File: config.mk
export PLATFORM = sky130hd
export DESIGN_NAME = cond_state_alu
export DESIGN_NICKNAME = d
export VERILOG_FILES = /design/src/rtl/cond_state_alu_pkg.sv /design/src/rtl/sralu_opnd_mux.sv /design/src/rtl/sralu_zero_gate.sv /design/src/rtl/sralu_relcmp.sv /design/src/rtl/sralu_branch.sv /design/src/rtl/cond_state_alu.sv
export SDC_FILE = /design/constraint.sdc
export NUM_CORES = 1
export LEC_CHECK = 0
export BUFFER_PORTS_ARGS = -buffer_cell sky130_fd_sc_hd__buf_4
export CAP_MARGIN = 5
export CORE_ASPECT_RATIO = 1.5
export CORE_UTILIZATION = 34
export DETAILED_ROUTE_END_ITERATION = 10
export PLACE_DENSITY = 0.66
export SYNTH_ARGS = -nofsm -noshare
export SYNTH_HDL_FRONTEND = slang
export SYNTH_SLANG_ARGS = --single-unit
File: constraint.sdc
create_clock -name clk -period 6.6 [get_ports clk]
set_input_delay 0 -clock clk [delete_from_list [all_inputs] [get_ports clk]]
set_output_delay 0 -clock clk [all_outputs]
set_load 0.01 [all_outputs]
File: src/rtl/cond_state_alu_pkg.sv
package cond_state_alu_pkg;

   typedef enum logic [1:0] {
      REL_EQ = 2'd0,
      REL_NE = 2'd1,
      REL_LT = 2'd2,
      REL_GT = 2'd3
   } rel_code_e;

   typedef enum logic {
      ARITH_ADD = 1'b0,
      ARITH_SUB = 1'b1
   } arith_code_e;

   localparam int SEL_W    = 2;
   localparam int N_BRANCH = 2;
   localparam int BR_TAKEN = 0;
   localparam int BR_OTHER = 1;

endpackage

File: src/rtl/sralu_opnd_mux.sv
module sralu_opnd_mux #(
   parameter int DATA_W = 32
) (
   input  logic [1:0]        sel,
   input  logic [DATA_W-1:0] fld0,
   input  logic [DATA_W-1:0] fld1,
   input  logic [DATA_W-1:0] konst,
   output logic [DATA_W-1:0] y
);
   always_comb begin
      unique case (sel)
         2'd0:    y = fld0;
         2'd1:    y = fld1;
         default: y = konst;
      endcase
   end
endmodule

File: src/rtl/sralu_zero_gate.sv
module sralu_zero_gate #(
   parameter int DATA_W = 32
) (
   input  logic              keep,
   input  logic [DATA_W-1:0] a,
   output logic [DATA_W-1:0] y
);
   always_comb y = keep ? a : '0;
endmodule

File: src/rtl/sralu_relcmp.sv
module sralu_relcmp
   import cond_state_alu_pkg::*;
#(
   parameter int DATA_W = 32
) (
   input  logic [1:0]        rel,
   input  logic [DATA_W-1:0] a,
   input  logic [DATA_W-1:0] b,
   output logic              hit
);
   logic eq_w;
   logic lt_w;

   always_comb begin
      eq_w = (a == b);
      lt_w = (a < b);
      unique case (rel_code_e'(rel))
         REL_EQ: hit = eq_w;
         REL_NE: hit = !eq_w;
         REL_LT: hit = lt_w;
         REL_GT: hit = !lt_w && !eq_w;
         default: hit = 1'b0;
      endcase
   end
endmodule

File: src/rtl/sralu_branch.sv
module sralu_branch
   import cond_state_alu_pkg::*;
#(
   parameter int DATA_W = 32
) (
   input  logic              keep,
   input  logic [1:0]        sel,
   input  logic [DATA_W-1:0] konst,
   input  logic              op,
   input  logic [DATA_W-1:0] state,
   input  logic [DATA_W-1:0] fld0,
   input  logic [DATA_W-1:0] fld1,
   output logic [DATA_W-1:0] next_state
);
   logic [DATA_W-1:0] gated_w;
   logic [DATA_W-1:0] opnd_w;

   sralu_zero_gate #(.DATA_W(DATA_W)) gate_i (
      .keep (keep),
      .a    (state),
      .y    (gated_w)
   );

   sralu_opnd_mux #(.DATA_W(DATA_W)) mux_i (
      .sel   (sel),
      .fld0  (fld0),
      .fld1  (fld1),
      .konst (konst),
      .y     (opnd_w)
   );

   always_comb begin
      unique case (arith_code_e'(op))
         ARITH_ADD: next_state = gated_w + opnd_w;
         ARITH_SUB: next_state = gated_w - opnd_w;
         default:   next_state = gated_w;
      endcase
   end
endmodule

File: src/rtl/cond_state_alu.sv
module cond_state_alu
   import cond_state_alu_pkg::*;
#(
   parameter int              DATA_W      = 32,
   parameter logic [63:0]     RESET_STATE = 64'd0,
   parameter bit              OUT_REG     = 1'b1
) (
   input  logic              clk,
   input  logic              rst_n,
   input  logic              load_en,
   input  logic [DATA_W-1:0] load_value,
   input  logic              valid,
   input  logic [DATA_W-1:0] fld0,
   input  logic [DATA_W-1:0] fld1,
   input  logic              cond_keep,
   input  logic [1:0]        cond_sel,
   input  logic [DATA_W-1:0] cond_const,
   input  logic [1:0]        cond_rel,
   input  logic              tk_keep,
   input  logic [1:0]        tk_sel,
   input  logic [DATA_W-1:0] tk_const,
   input  logic              tk_op,
   input  logic              nt_keep,
   input  logic [1:0]        nt_sel,
   input  logic [DATA_W-1:0] nt_const,
   input  logic              nt_op,
   output logic              res_valid,
   output logic [DATA_W-1:0] res_data,
   output logic [DATA_W-1:0] state_value
);
   localparam logic [DATA_W-1:0] RST_VAL = RESET_STATE[DATA_W-1:0];

   if (DATA_W < 2 || DATA_W > 64) begin : g_bad_width
      $error("cond_state_alu: DATA_W must lie in 2..64");
   end

   logic [DATA_W-1:0] state_q;
   logic [DATA_W-1:0] cond_gated_w;
   logic [DATA_W-1:0] cond_opnd_w;
   logic              cond_hit_w;
   logic              accept_w;
   logic [DATA_W-1:0] next_w;

   logic [N_BRANCH-1:0]             br_keep;
   logic [N_BRANCH-1:0][SEL_W-1:0]  br_sel;
   logic [N_BRANCH-1:0][DATA_W-1:0] br_const;
   logic [N_BRANCH-1:0]             br_op;
   logic [N_BRANCH-1:0][DATA_W-1:0] br_next;

   always_comb begin
      br_keep[BR_TAKEN]  = tk_keep;
      br_sel[BR_TAKEN]   = tk_sel;
      br_const[BR_TAKEN] = tk_const;
      br_op[BR_TAKEN]    = tk_op;
      br_keep[BR_OTHER]  = nt_keep;
      br_sel[BR_OTHER]   = nt_sel;
      br_const[BR_OTHER] = nt_const;
      br_op[BR_OTHER]    = nt_op;
   end

   sralu_zero_gate #(.DATA_W(DATA_W)) cond_gate_i (
      .keep (cond_keep),
      .a    (state_q),
      .y    (cond_gated_w)
   );

   sralu_opnd_mux #(.DATA_W(DATA_W)) cond_mux_i (
      .sel   (cond_sel),
      .fld0  (fld0),
      .fld1  (fld1),
      .konst (cond_const),
      .y     (cond_opnd_w)
   );

   sralu_relcmp #(.DATA_W(DATA_W)) cmp_i (
      .rel (cond_rel),
      .a   (cond_gated_w),
      .b   (cond_opnd_w),
      .hit (cond_hit_w)
   );

   for (genvar g = 0; g < N_BRANCH; g++) begin : g_branch
      sralu_branch #(.DATA_W(DATA_W)) br_i (
         .keep       (br_keep[g]),
         .sel        (br_sel[g]),
         .konst      (br_const[g]),
         .op         (br_op[g]),
         .state      (state_q),
         .fld0       (fld0),
         .fld1       (fld1),
         .next_state (br_next[g])
      );
   end

   always_comb begin
      next_w   = cond_hit_w ? br_next[BR_TAKEN] : br_next[BR_OTHER];
      accept_w = valid && !load_en;
   end

   always_ff @(posedge clk or negedge rst_n) begin
      if (!rst_n) begin
         state_q <= RST_VAL;
      end else if (load_en) begin
         state_q <= load_value;
      end else if (valid) begin
         state_q <= next_w;
      end
   end

   if (OUT_REG) begin : g_out_reg
      logic              rv_q;
      logic [DATA_W-1:0] rd_q;
      always_ff @(posedge clk or negedge rst_n) begin
         if (!rst_n) begin
            rv_q <= 1'b0;
            rd_q <= '0;
         end else begin
            rv_q <= accept_w;
            if (accept_w) rd_q <= state_q;
         end
      end
      assign res_valid = rv_q;
      assign res_data  = rd_q;
   end else begin : g_out_comb
      assign res_valid = accept_w;
      assign res_data  = state_q;
   end

   assign state_value = state_q;

endmodule

* After elaboration in Yosys (flattened, before gate mapping)
Index checks and enable logic that the tools add are counted.
** Word-level totals
- Input port bits :: 209
- Logic and storage cells :: 39
- Output and inout port bits :: 65
- Flip-flop bits (word level) :: 65
** Cells by class
- Bitwise logic cells :: 2
- Reduce and logical (&&, ||, !) cells :: 10
- Add/subtract/negate cells :: 4
- Equal/unequal tests :: 7
- $lt $le $gt $ge :: 1
- Mux-type cells :: 12
** Operators by type and width (count)
- 32-bit case mux with 2 select lines :: 5
- 32-bit two-way mux :: 6
- 32-bit adder :: 2
- 32-bit subtractor :: 2
- 32-bit == test :: 1
- 32-bit less-than comparator :: 1
- 2-bit by 1-bit == test with 1-bit output, second input constant :: 4
- 2-bit logical NOT :: 4
- 2-bit == test, second input constant :: 2
- 1-bit case mux with 4 select lines :: 1
- 1-bit logical NOT :: 3
- 1-bit logical AND :: 2
- 1-bit NOT :: 2
- 2-bit nonzero test :: 1

* Logic depth before layout (Yosys ltp)
Gate-level depths: netlist of run 1.
- Depth after elaboration :: 9
- Mapped depth :: 22
- Depth with buffers taken out :: 19

* Modules after synthesis
Synthesis of run 1 repeated with hierarchy kept, for this count alone.
** Unflattened totals
- Cells, all modules :: 1457
- Area, all modules :: 11581.1 sq um
** Modules (own cells, without submodules)
- sralu_branch :: cells an instance 350, sequential area each 0.0 sq um, area an instance 2349.8 sq um, times used 2
- cond_state_alu :: cells an instance 212, sequential area each 1626.6 sq um, area an instance 3116.7 sq um, times used 1
- sralu_opnd_mux :: cells an instance 107, sequential area each 0.0 sq um, area an instance 714.4 sq um, times used 3
- sralu_relcmp :: cells an instance 119, sequential area each 0.0 sq um, area an instance 855.8 sq um, times used 1
- sralu_zero_gate :: cells an instance 35, sequential area each 0.0 sq um, area an instance 255.2 sq um, times used 3

* Worst setup path after synthesis of run 1
OpenSTA, ideal clock, no wires.
- Path kind :: input port to flip-flop
- Start :: input port tk_sel[0]
- End :: register state_q[29], in the netlist state_value[29]
- Path buffers :: 2
- Library setup time :: 124 ps
- Path slack :: 2707 ps
- Data required time :: 6476 ps
- Arrival :: 3769 ps
- Stages :: 20
- Cell sequence :: buf_6 buf_8 mux2_4 mux2i_1 ha_1 inv_1 nor3_1 and3_1 a21oi_1 xor2_1 ha_1 and3_1 and4_1 o21ai_0 nand3_1 o21ai_0 o211a_1 o21ai_0 mux2i_1 a211o_1
** Between the ends
- Cells in the longest elaborated chain, start to end :: 7
- Elaborated cells on any way between the ends :: 9
- Those cells by class :: add/sub: 2; eq/ne: 1; mux: 5; reduce/logical: 1
** RTL lines
- start, declared :: line cond_state_alu.sv:20 : input logic [1:0] tk_sel,
- 2-bit by 1-bit == test with 1-bit output or 2-bit logical NOT (tied branches) :: line sralu_opnd_mux.sv:11 : unique case (sel)
- 32-bit case mux with 2 select lines * :: line sralu_opnd_mux.sv:11
- 32-bit subtractor or 32-bit adder (tied branches) :: line sralu_branch.sv:35, sralu_branch.sv:34
- 32-bit case mux with 2 select lines * :: line sralu_branch.sv:33 : unique case (arith_code_e'(op))
- 32-bit two-way mux * :: line cond_state_alu.sv:96 : next_w = cond_hit_w ? br_next[BR_TAKEN] : br_next[BR_OTHER];
- 32-bit two-way mux * :: line cond_state_alu.sv:105 : end else if (valid) begin
- 32-bit two-way mux * :: line cond_state_alu.sv:103 : end else if (load_en) begin
- end signal, assigned :: line cond_state_alu.sv:104 : state_q <= load_value;
- end signal, assigned :: line cond_state_alu.sv:106 : state_q <= next_w;
- end, declared :: line cond_state_alu.sv:37 : logic [DATA_W-1:0] state_q;
Mark *: on every way between the ends. The rest lies on a longest branch, timed or not. The select of a mux whose other input is x is not followed.
A chain may end at the register's enable or synchronous reset.

* Final worst setup path of run 1
- Start :: input port tk_sel[1]
- End :: register state_q[29], in the netlist state_value[29]
Same word-level chain as after synthesis.

==> key figures, run 1 <==
Status
  – Status: completed

Clock tree
  – Clock tree from TritonCTS: built
  – Clock Root Buffer: clkbuf_16
  – Depth of the CTS H-tree: 3
  – Clock Sinks: 65
  – Gates resized, CTS repair: 0
  – Insertion delay to the later sink of the worst-skew pair: 0.33 ns
  – Clock buffer count from CTS: 9
  – Clock slew at the register clock pins of the worst setup and hold paths: around 0.06 ns
  – Max Buffers Root-to-Sink: 2

Power and ir drop
  – Switching share of power: 0.454
  – Seq pwr share: 0.230
  – Lkg Pwr: between 0.006 and 0.007 uW
  – Power spent charging and discharging nets: ~1200 uW
  – Maximum vdd ir drop: between 0.0001 and 0.00015 V
  – Cell area power density: between 150 and 200 mW/mm^2
  – Share of power burned in the clock network: 0.170
  – Internal: approximately 1500 uW
  – Overall power consumption: around 2700 uW
  – Combinational power share: 0.600

STA
  – Final Critical Period: roughly 4.7 ns
  – Worst slew pin tran: between 0.8 and 0.9 ns
  – Total setup violations reported at the end of the flow: 0
  – Summed negative setup slack over all endpoints: 0 ns
  – Normalized max-slew margin: 0.411
  – Max Slew Vio Count: 0
  – Final worst clock skew: between 0.005 and 0.006 ns
  – Endpoints failing hold: 0
  – Unrepaired setup endpoints after global routing: no
  – Portion of the clock cycle consumed by the worst path in the final layout: 0.708
  – Achievable Freq: 214 MHz

Drt
  – Number of iterations in the first detailed-routing pass: 5
  – Avg Vias per Cell: 5.63
  – Iteration-0 DRC Markers: 664
  – Vias: 11751
  – Antenna-violating nets left: 0
  – WL per Instance: 21.0 um
  – Count of unresolved DRC violations after routing: 0
  – Final wirelength: around 44000 um

Global routing
  – Global-route wire length before repair: around 66000 um
  – Total GRT Usage: 0.264
  – Most congested layer reported by global routing: met2
  – Maximum number of pins on one net before global-route repair: 66
  – GR Util met1: 0.247
  – Met3 track demand over resource: 0.0249
  – Global routing usage on met2: 0.515
  – Grt ovf: 0
  – Via count of the first global-routing pass: around 12000
  – Antenna violations before repair: 1

Worst setup path
  – Critical Path Source Type: input port
  – Required time of the worst setup path: a little under 7 ns
  – Type of the worst setup path: in -> reg
  – Arrival time of the worst setup path: about 4.9 ns
  – Slack of the worst reg-to-reg path: 2.36 ns
  – Highest fanout seen on the critical path: 25
  – Worst Setup End Kind: register

Placement
  – Routability-driven placement congestion ratio: 0.916
  – Detailed-placement wirelength estimate: between 30000 and 40000 um
  – Number of port buffers: 273

Die
  – Y dimension of the die: 222 um
  – Width of the die: roughly 150 um
  – Core Rows: 80
  – IO Count: around 270
  – Starting density of the core: 0.345
  – Area of the placeable core: roughly 0.032 mm^2
  – Die footprint: 0.0330 mm^2

Synthesis
  – Avg Synthesized Cell Area: approximately 7.7 um^2
  – Netlist area before placement: roughly 0.011 mm^2
  – Count of flip-flops with a built-in enable after synthesis: 0
  – Number of distinct library cells after synthesis: 80
  – #FFs+latches synth: 65
  – Syn Inst Count: around 1400
  – Share of async-settable or async-resettable flops after synthesis: 1.00
  – Most frequently used flop master after synthesis: dfrtp_1
  – Post-Syn Nets: between 1500 and 2000
  – Number of synthesis warnings: 0
  – Sequential-to-total area share from yosys stat: 0.148

Cells and area
  – Share of final-layout standard cells stronger than drive strength 1: 0.212
  – Leading cell types in the layout, fill and taps excluded: buf_4, nand2_1, a21oi_1
  – Fill cell total of the finished layout: 3321
  – Nets: around 2000
  – Most common library cell in the layout ignoring fill and taps: buf_4
  – Synth-to-layout area growth: 25.3%

Worst hold path
  – Path class of the lowest-slack min-delay path: in -> reg

Flow run
  – Max-cap violations: 0
[worst paths after layout]
check / start / to / cells after the start
worst min register to register: res_data[14]$_DFFE_PN0P_ / res_data[14]$_DFFE_PN0P_ / 2
worst max register to register: state_value[31]$_DFFE_PN0P_ / state_value[15]$_DFFE_PN0P_ / 11
min in group asynchronous: rst_n / res_data[24]$_DFFE_PN0P_ / 2
worst min-delay path: load_value[26] / state_value[26]$_DFFE_PN0P_ / 3
max in group asynchronous: rst_n / state_value[19]$_DFFE_PN0P_ / 2
worst max-delay path: tk_sel[1] / state_value[29]$_DFFE_PN0P_ / 19
[final cells by class]
class	count	area, um^2	share of cell area
multi-input combinational	1262	8860	0.644
timing repair buffer	305	2360	0.172
sequential	65	1630	0.118
tap	410	513	0.0373
clock buffer	10	239	0.0174
inverter	28	105	0.00764
clock inverter	6	42.5	0.00309
antenna	1	2.50	0.000182
[power groups by stage]
stage / clock network [uW] / registers (uW) / logic (uW)
6_report: 455 / 617 / 1610
4_1_cts: 466 / 618 / 1610
2_1_floorplan: 0 / 574 / 1020
3_3_place_gp: 0 / 624 / 1570
3_5_place_dp: 0 / 625 / 1590
5_1_grt: 482 / 621 / 1760
[per-stage QoR]
step	hold slack, ns	area, um^2	util	worst slack (ns)	cells
2_1_floorplan	-0.296	11000	-	2.71	1426
3_3_place_gp	0.169	13200	0.414	1.87	2041
3_5_place_dp	0.175	13200	0.414	1.69	2041
4_1_cts	0.0408	13800	0.432	2.02	2086
5_1_grt	0.0417	13800	0.432	1.53	2087
6_report	0.0557	13800	0.432	1.93	2087
[routing by layer]
metal | routed length (um) | part of all wire
met2 | 24200 | 0.55
met4 | 3660 | 0.083
met1 | 14700 | 0.33
met5 | 0 | 0
met3 | 1380 | 0.031
[cells by family (layout without fill, tap and decap cells)]
kind of cell / Yosys count / count (layout) / synth area share
xor gates and xnor gates: 103 / 103 / 0.0829
other: 0 / 1 / 0
AOI/OAI and AO/OA: 378 / 378 / 0.219
and+or+nand+nor: 523 / 523 / 0.237
muxes: 160 / 160 / 0.156
adders and majority gates: 98 / 98 / 0.113
DFF: 65 / 65 / 0.148
buffers and inverters: 99 / 349 / 0.0442
[cells in the mapped netlist (4+ instances only)]
master	count	area (um^2)
a41oi_1	4	35.0
clkbuf_1	35	131
or2_2	6	37.5
xnor2_1	41	359
a21o_1	30	225
nand4_1	19	119
nor2_1	116	435
o21a_1	11	82.6
nand2_1	172	646
o21ai_0	73	365
a31oi_1	22	138
a22o_1	5	43.8
buf_1	15	56.3
xor2_1	61	534
a21boi_0	6	45.0
mux2_2	31	349
inv_1	27	101
a21oi_1	134	671
a211o_1	5	43.8
buf_2	9	45.0
nor2b_1	12	75.1
and2_1	104	651
nor4_1	4	25.0
o21ai_1	4	20.0
and3_1	21	131
o221ai_1	4	35.0
ha_1	96	1200
mux2i_1	116	1160
nor3_1	8	40.0
a211oi_1	18	135
nand3_1	22	110
buf_6	8	90.1
o211ai_1	10	75.1
mux2_4	6	90.1
nand2b_1	8	50.1
o211a_1	4	40.0
nor3b_1	7	52.6
dfrtp_1	65	1630
o31ai_1	14	105
o21bai_1	5	37.5
[critical path: stages]
cell,delay [ns]
buf_4,0.16
inv_2,0.58
mux2i_1,0.49
ha_1,0.28
inv_1,0.07
nor3_1,0.42
and3_1,0.36
a21oi_1,0.11
xor2_1,0.16
ha_1,0.37
and3_1,0.22
and4_1,0.22
o21ai_0,0.10
nand3_1,0.19
o21ai_0,0.11
o211a_1,0.26
o21ai_0,0.36
mux2i_1,0.13
a211o_1,0.23
[repair_timing]
action / in CTS / in global routing
hold buffers: 29 / 0
buffers inserted: 0 / 0
hold endpoints to repair: 93 / 0
[state kept, by name, indices dropped and copies added, names as in the netlist]
register and cells:
res_data 32, state_value 32, res_valid 1
No activity file was read; power rests on OpenSTA's default activity.
==> inputs of run 2 (changes only) <==
--- a/config.mk
+++ b/config.mk
@@ -5,6 +5,7 @@
 export SDC_FILE = /design/constraint.sdc
 export NUM_CORES = 1
 export LEC_CHECK = 0
+export ABC_AREA = 1
 export BUFFER_PORTS_ARGS = -buffer_cell sky130_fd_sc_hd__buf_4
 export CAP_MARGIN = 5
 export CORE_ASPECT_RATIO = 1.5
==> constraint.sdc (replaced) <==
create_clock -name clk -period 4.35 [get_ports clk]
set_input_delay 0 -clock clk [delete_from_list [all_inputs] [get_ports clk]]
set_output_delay 0 -clock clk [all_outputs]
set_load 0.01 [all_outputs]
==> key figures, run 2 <==
Status
  – Status: completed (unchanged)

Synthesis
  – Area fraction of the dominant cell type after synthesis: 0.224 (was 0.148)
  – Number of synthesis warnings: 0 (unchanged)
  – Netlist area before placement: 0.0119 mm^2 (was 0.0110 mm^2)
  – Most frequently used cell type in the post-synthesis netlist: nand2_1 (unchanged)
  – Most frequently used flop master after synthesis: dfrtp_1 (unchanged)
  – Post-Syn Nets: 2341 (was 1733)
  – Leading post-synthesis cells by instance count: nand2_1, inv_1, nand3_1, nor2_1, a21oi_1 (was nand2_1, a21oi_1, mux2i_1, nor2_1, and2_1)
  – Leading cell types by total area after synthesis: nand2_1, dfrtp_1, ha_1 (was dfrtp_1, ha_1, mux2i_1)
  – Share of async-settable or async-resettable flops after synthesis: 1.00 (unchanged)
  – Count of flip-flops with a built-in enable after synthesis: 0 (unchanged)
  – #FFs+latches synth: 65 (unchanged)
  – Syn Inst Count: 2034 (was 1426)
  – Number of distinct library cells after synthesis: 47 (was 80)
  – Dominant cell type by area after synthesis: nand2_1 (was dfrtp_1)
  – Sequential-to-total area share from yosys stat: 0.137 (was 0.148)
  – Avg Synthesized Cell Area: 5.84 um^2 (was 7.70 um^2)

Drt
  – Vias: 15015 (was 11751)
  – Avg Vias per Cell: 5.47 (was 5.63)
  – Antenna-violating nets left: 0 (unchanged)
  – Iteration-0 DRC Markers: 1135 (was 664)
  – Number of iterations in the first detailed-routing pass: 5 (unchanged)
  – WL per Instance: 23.0 um (was 21.0 um)
  – Final wirelength: 63100 um (was 43900 um)
  – Count of unresolved DRC violations after routing: 0 (unchanged)

Clock tree
  – Insertion delay to the later sink of the worst-skew pair: 0.33 ns (about the same)
  – Max Buffers Root-to-Sink: 2 (unchanged)
  – Clock tree from TritonCTS: built (unchanged)
  – Depth of the CTS H-tree: 3 (unchanged)
  – Buffers inserted during post-CTS setup optimization: 0 (unchanged)
  – Clock Sinks: 65 (unchanged)
  – Clock slew at the register clock pins of the worst setup and hold paths: 0.06 ns (about the same)
  – Clock buffer count from CTS: 9 (unchanged)
  – Clock Root Buffer: clkbuf_16 (unchanged)

Worst setup path
  – Required time of the worst setup path: 4.57 ns (was 6.82 ns)
  – Dominant delay contributor by cell family on the critical path: simple AND/OR/NAND/NOR gates (unchanged)
  – Most used cell, CP: nand2_1 (was o21ai_0)
  – Slack of the worst reg-to-reg path: 1.06 ns (was 2.36 ns)
  – Highest fanout seen on the critical path: 35 (was 25)
  – Critical Path Source Type: input port (unchanged)
  – Type of the worst setup path: in -> reg (unchanged)
  – Worst Setup End Kind: register (unchanged)
  – Buffers and inverters on the worst path: 4 (was 3)
  – Arrival time of the worst setup path: 4.21 ns (was 4.89 ns)
  – Slowest library cell on the worst path: buf_4 (was inv_2)
  – Largest stage delay on the critical path: 0.36 ns (was 0.58 ns)

STA
  – Final worst clock skew: 0.00900 ns (was 0.00512 ns)
  – Max Slew Vio Count: 0 (unchanged)
  – Achievable Freq: around 250 MHz
  – Endpoints failing hold: 0 (unchanged)
  – Final Critical Period: roughly 4 ns
  – Portion of the clock cycle consumed by the worst path in the final layout: 0.916
  – Unrepaired setup endpoints after global routing: no (unchanged)
  – Normalized max-slew margin: 0.417 (was 0.411)
  – Worst slew pin tran: 0.866 ns (was 0.884 ns)
  – Total setup violations reported at the end of the flow: 0 (unchanged)
  – Summed negative setup slack over all endpoints: 0 ns (unchanged)

Die
  – Die footprint: 0.0357 mm^2 (was 0.0330 mm^2)
  – Width of the die: 155 um (was 149 um)
  – Core Rows: 83 (was 80)
  – Area of the placeable core: 0.0343 mm^2 (was 0.0318 mm^2)
  – Starting density of the core: 0.347 (was 0.345)
  – IO Count: 274 (unchanged)
  – Y dimension of the die: 231 um (was 222 um)

Cells and area
  – Share of final-layout standard cells stronger than drive strength 1: 0.180 (was 0.212)
  – Utilization after layout: 0.438 (was 0.432)
  – Nets: 2623 (was 1978)
  – Most common library cell in the layout ignoring fill and taps: nand2_1 (was buf_4)
  – Leading cell types in the layout, fill and taps excluded: nand2_1, buf_4, inv_1 (was buf_4, nand2_1, a21oi_1)
  – Synth-to-layout area growth: 26.5% (was 25.3%)

Global routing
  – Global-route wire length before repair: 91700 um (was 65900 um)
  – Maximum number of pins on one net before global-route repair: 66 (unchanged)
  – Via count of the first global-routing pass: 14918 (was 11920)
  – Grt ovf: 0 (unchanged)
  – Antenna violations before repair: 1 (unchanged)
  – Total GRT Usage: 0.351 (was 0.264)

Power and ir drop
  – Maximum vdd ir drop: 0.000188 V (was 0.000112 V)
  – Overall power consumption: 5140 uW (was 2680 uW)
  – Lkg Pwr: 0.00838 uW (was 0.00669 uW)
  – Cell area power density: 342 mW/mm^2 (was 195 mW/mm^2)

Flow run
  – Max-cap violations: 0 (unchanged)

Placement
  – Routability-driven placement congestion ratio: 1.06 (was 0.916)
  – Number of port buffers: 273 (unchanged)
  – Detailed-placement wirelength estimate: 53000 um (was 36200 um)

Worst hold path
  – Path class of the lowest-slack min-delay path: in -> reg (unchanged)
-- run 2: worst paths after layout --
path,start,to,cells after the start
hold reg to reg,res_data[16]$_DFFE_PN0P_,res_data[16]$_DFFE_PN0P_,2
max in group asynchronous,rst_n,state_value[9]$_DFFE_PN0P_,2
min in group asynchronous,rst_n,res_data[4]$_DFFE_PN0P_,2
hold / removal,load_value[9],state_value[9]$_DFFE_PN0P_,3
setup / recovery,tk_sel[1],state_value[21]$_DFFE_PN0P_,25
setup reg to reg,state_value[0]$_DFFE_PN0P_,state_value[26]$_DFFE_PN0P_,16
-- run 2: cell families (layout without fill, tap and decap cells) --
group,count (synthesis),after routing,share of synthesized area
xor gates and xnor gates,91,91,0.0671
other,0,1,0
DFF,65,65,0.137
AOI/OAI and AO/OA,296,296,0.154
and+or+nand+nor,1177,1177,0.430
buffers and inverters,307,594,0.108
adders and majority gates,98,98,0.104
-- run 2: power breakdown --
group          internal, uW  switching, uW  total, uW
registers               732            322       1050
clock network           508            295        803
logic                  1210           2070       3280
total                  2450           2690       5140
-- run 2: worst min-delay path, cell delays in order --
cell and delay [ns]:
buf_4 0.08, nand2_1 0.11, nand3_1 0.12
-- run 2: per-layer routing --
layer	global-route usage	part of all wire	vias to the layer above
li1	-	-	7178
met1	0.368	0.36	6961
met2	0.643	0.50	668
met3	0.0319	0.048	208
met4	0.272	0.087	0
met5	0	0	-
-- run 2: per-stage QoR --
step                area (um^2)  cells  setup WS, ns  hold slack, ns
finish                    15000   2747         0.367          0.0183
detailed placement        14400   2700         0.167           0.167
floorplan                 11900   2034          1.29          -0.296
CTS                       15000   2746         0.507          0.0187
global route              15000   2747         0.130          0.0188
global placement          14400   2700        0.0741           0.164
-- run 2: area by class of cell --
| class | count | area, um^2 |
|---|---|---|
| diodes | 1 | 2.50 |
| clock buffers | 9 | 225 |
| clock inverters | 7 | 100 |
| fillers | 3715 | 19200 |
| inverters | 236 | 891 |
| multi-input cells | 1662 | 8980 |
| flip-flops and latches | 65 | 1630 |
| well taps | 425 | 532 |
| repair buffers | 342 | 2670 |
-- run 2: what timing repair did --
item                      4_1_cts  5_1_grt
resized for setup               0        0
hold buffers                   30        0
hold endpoints to repair       94        0
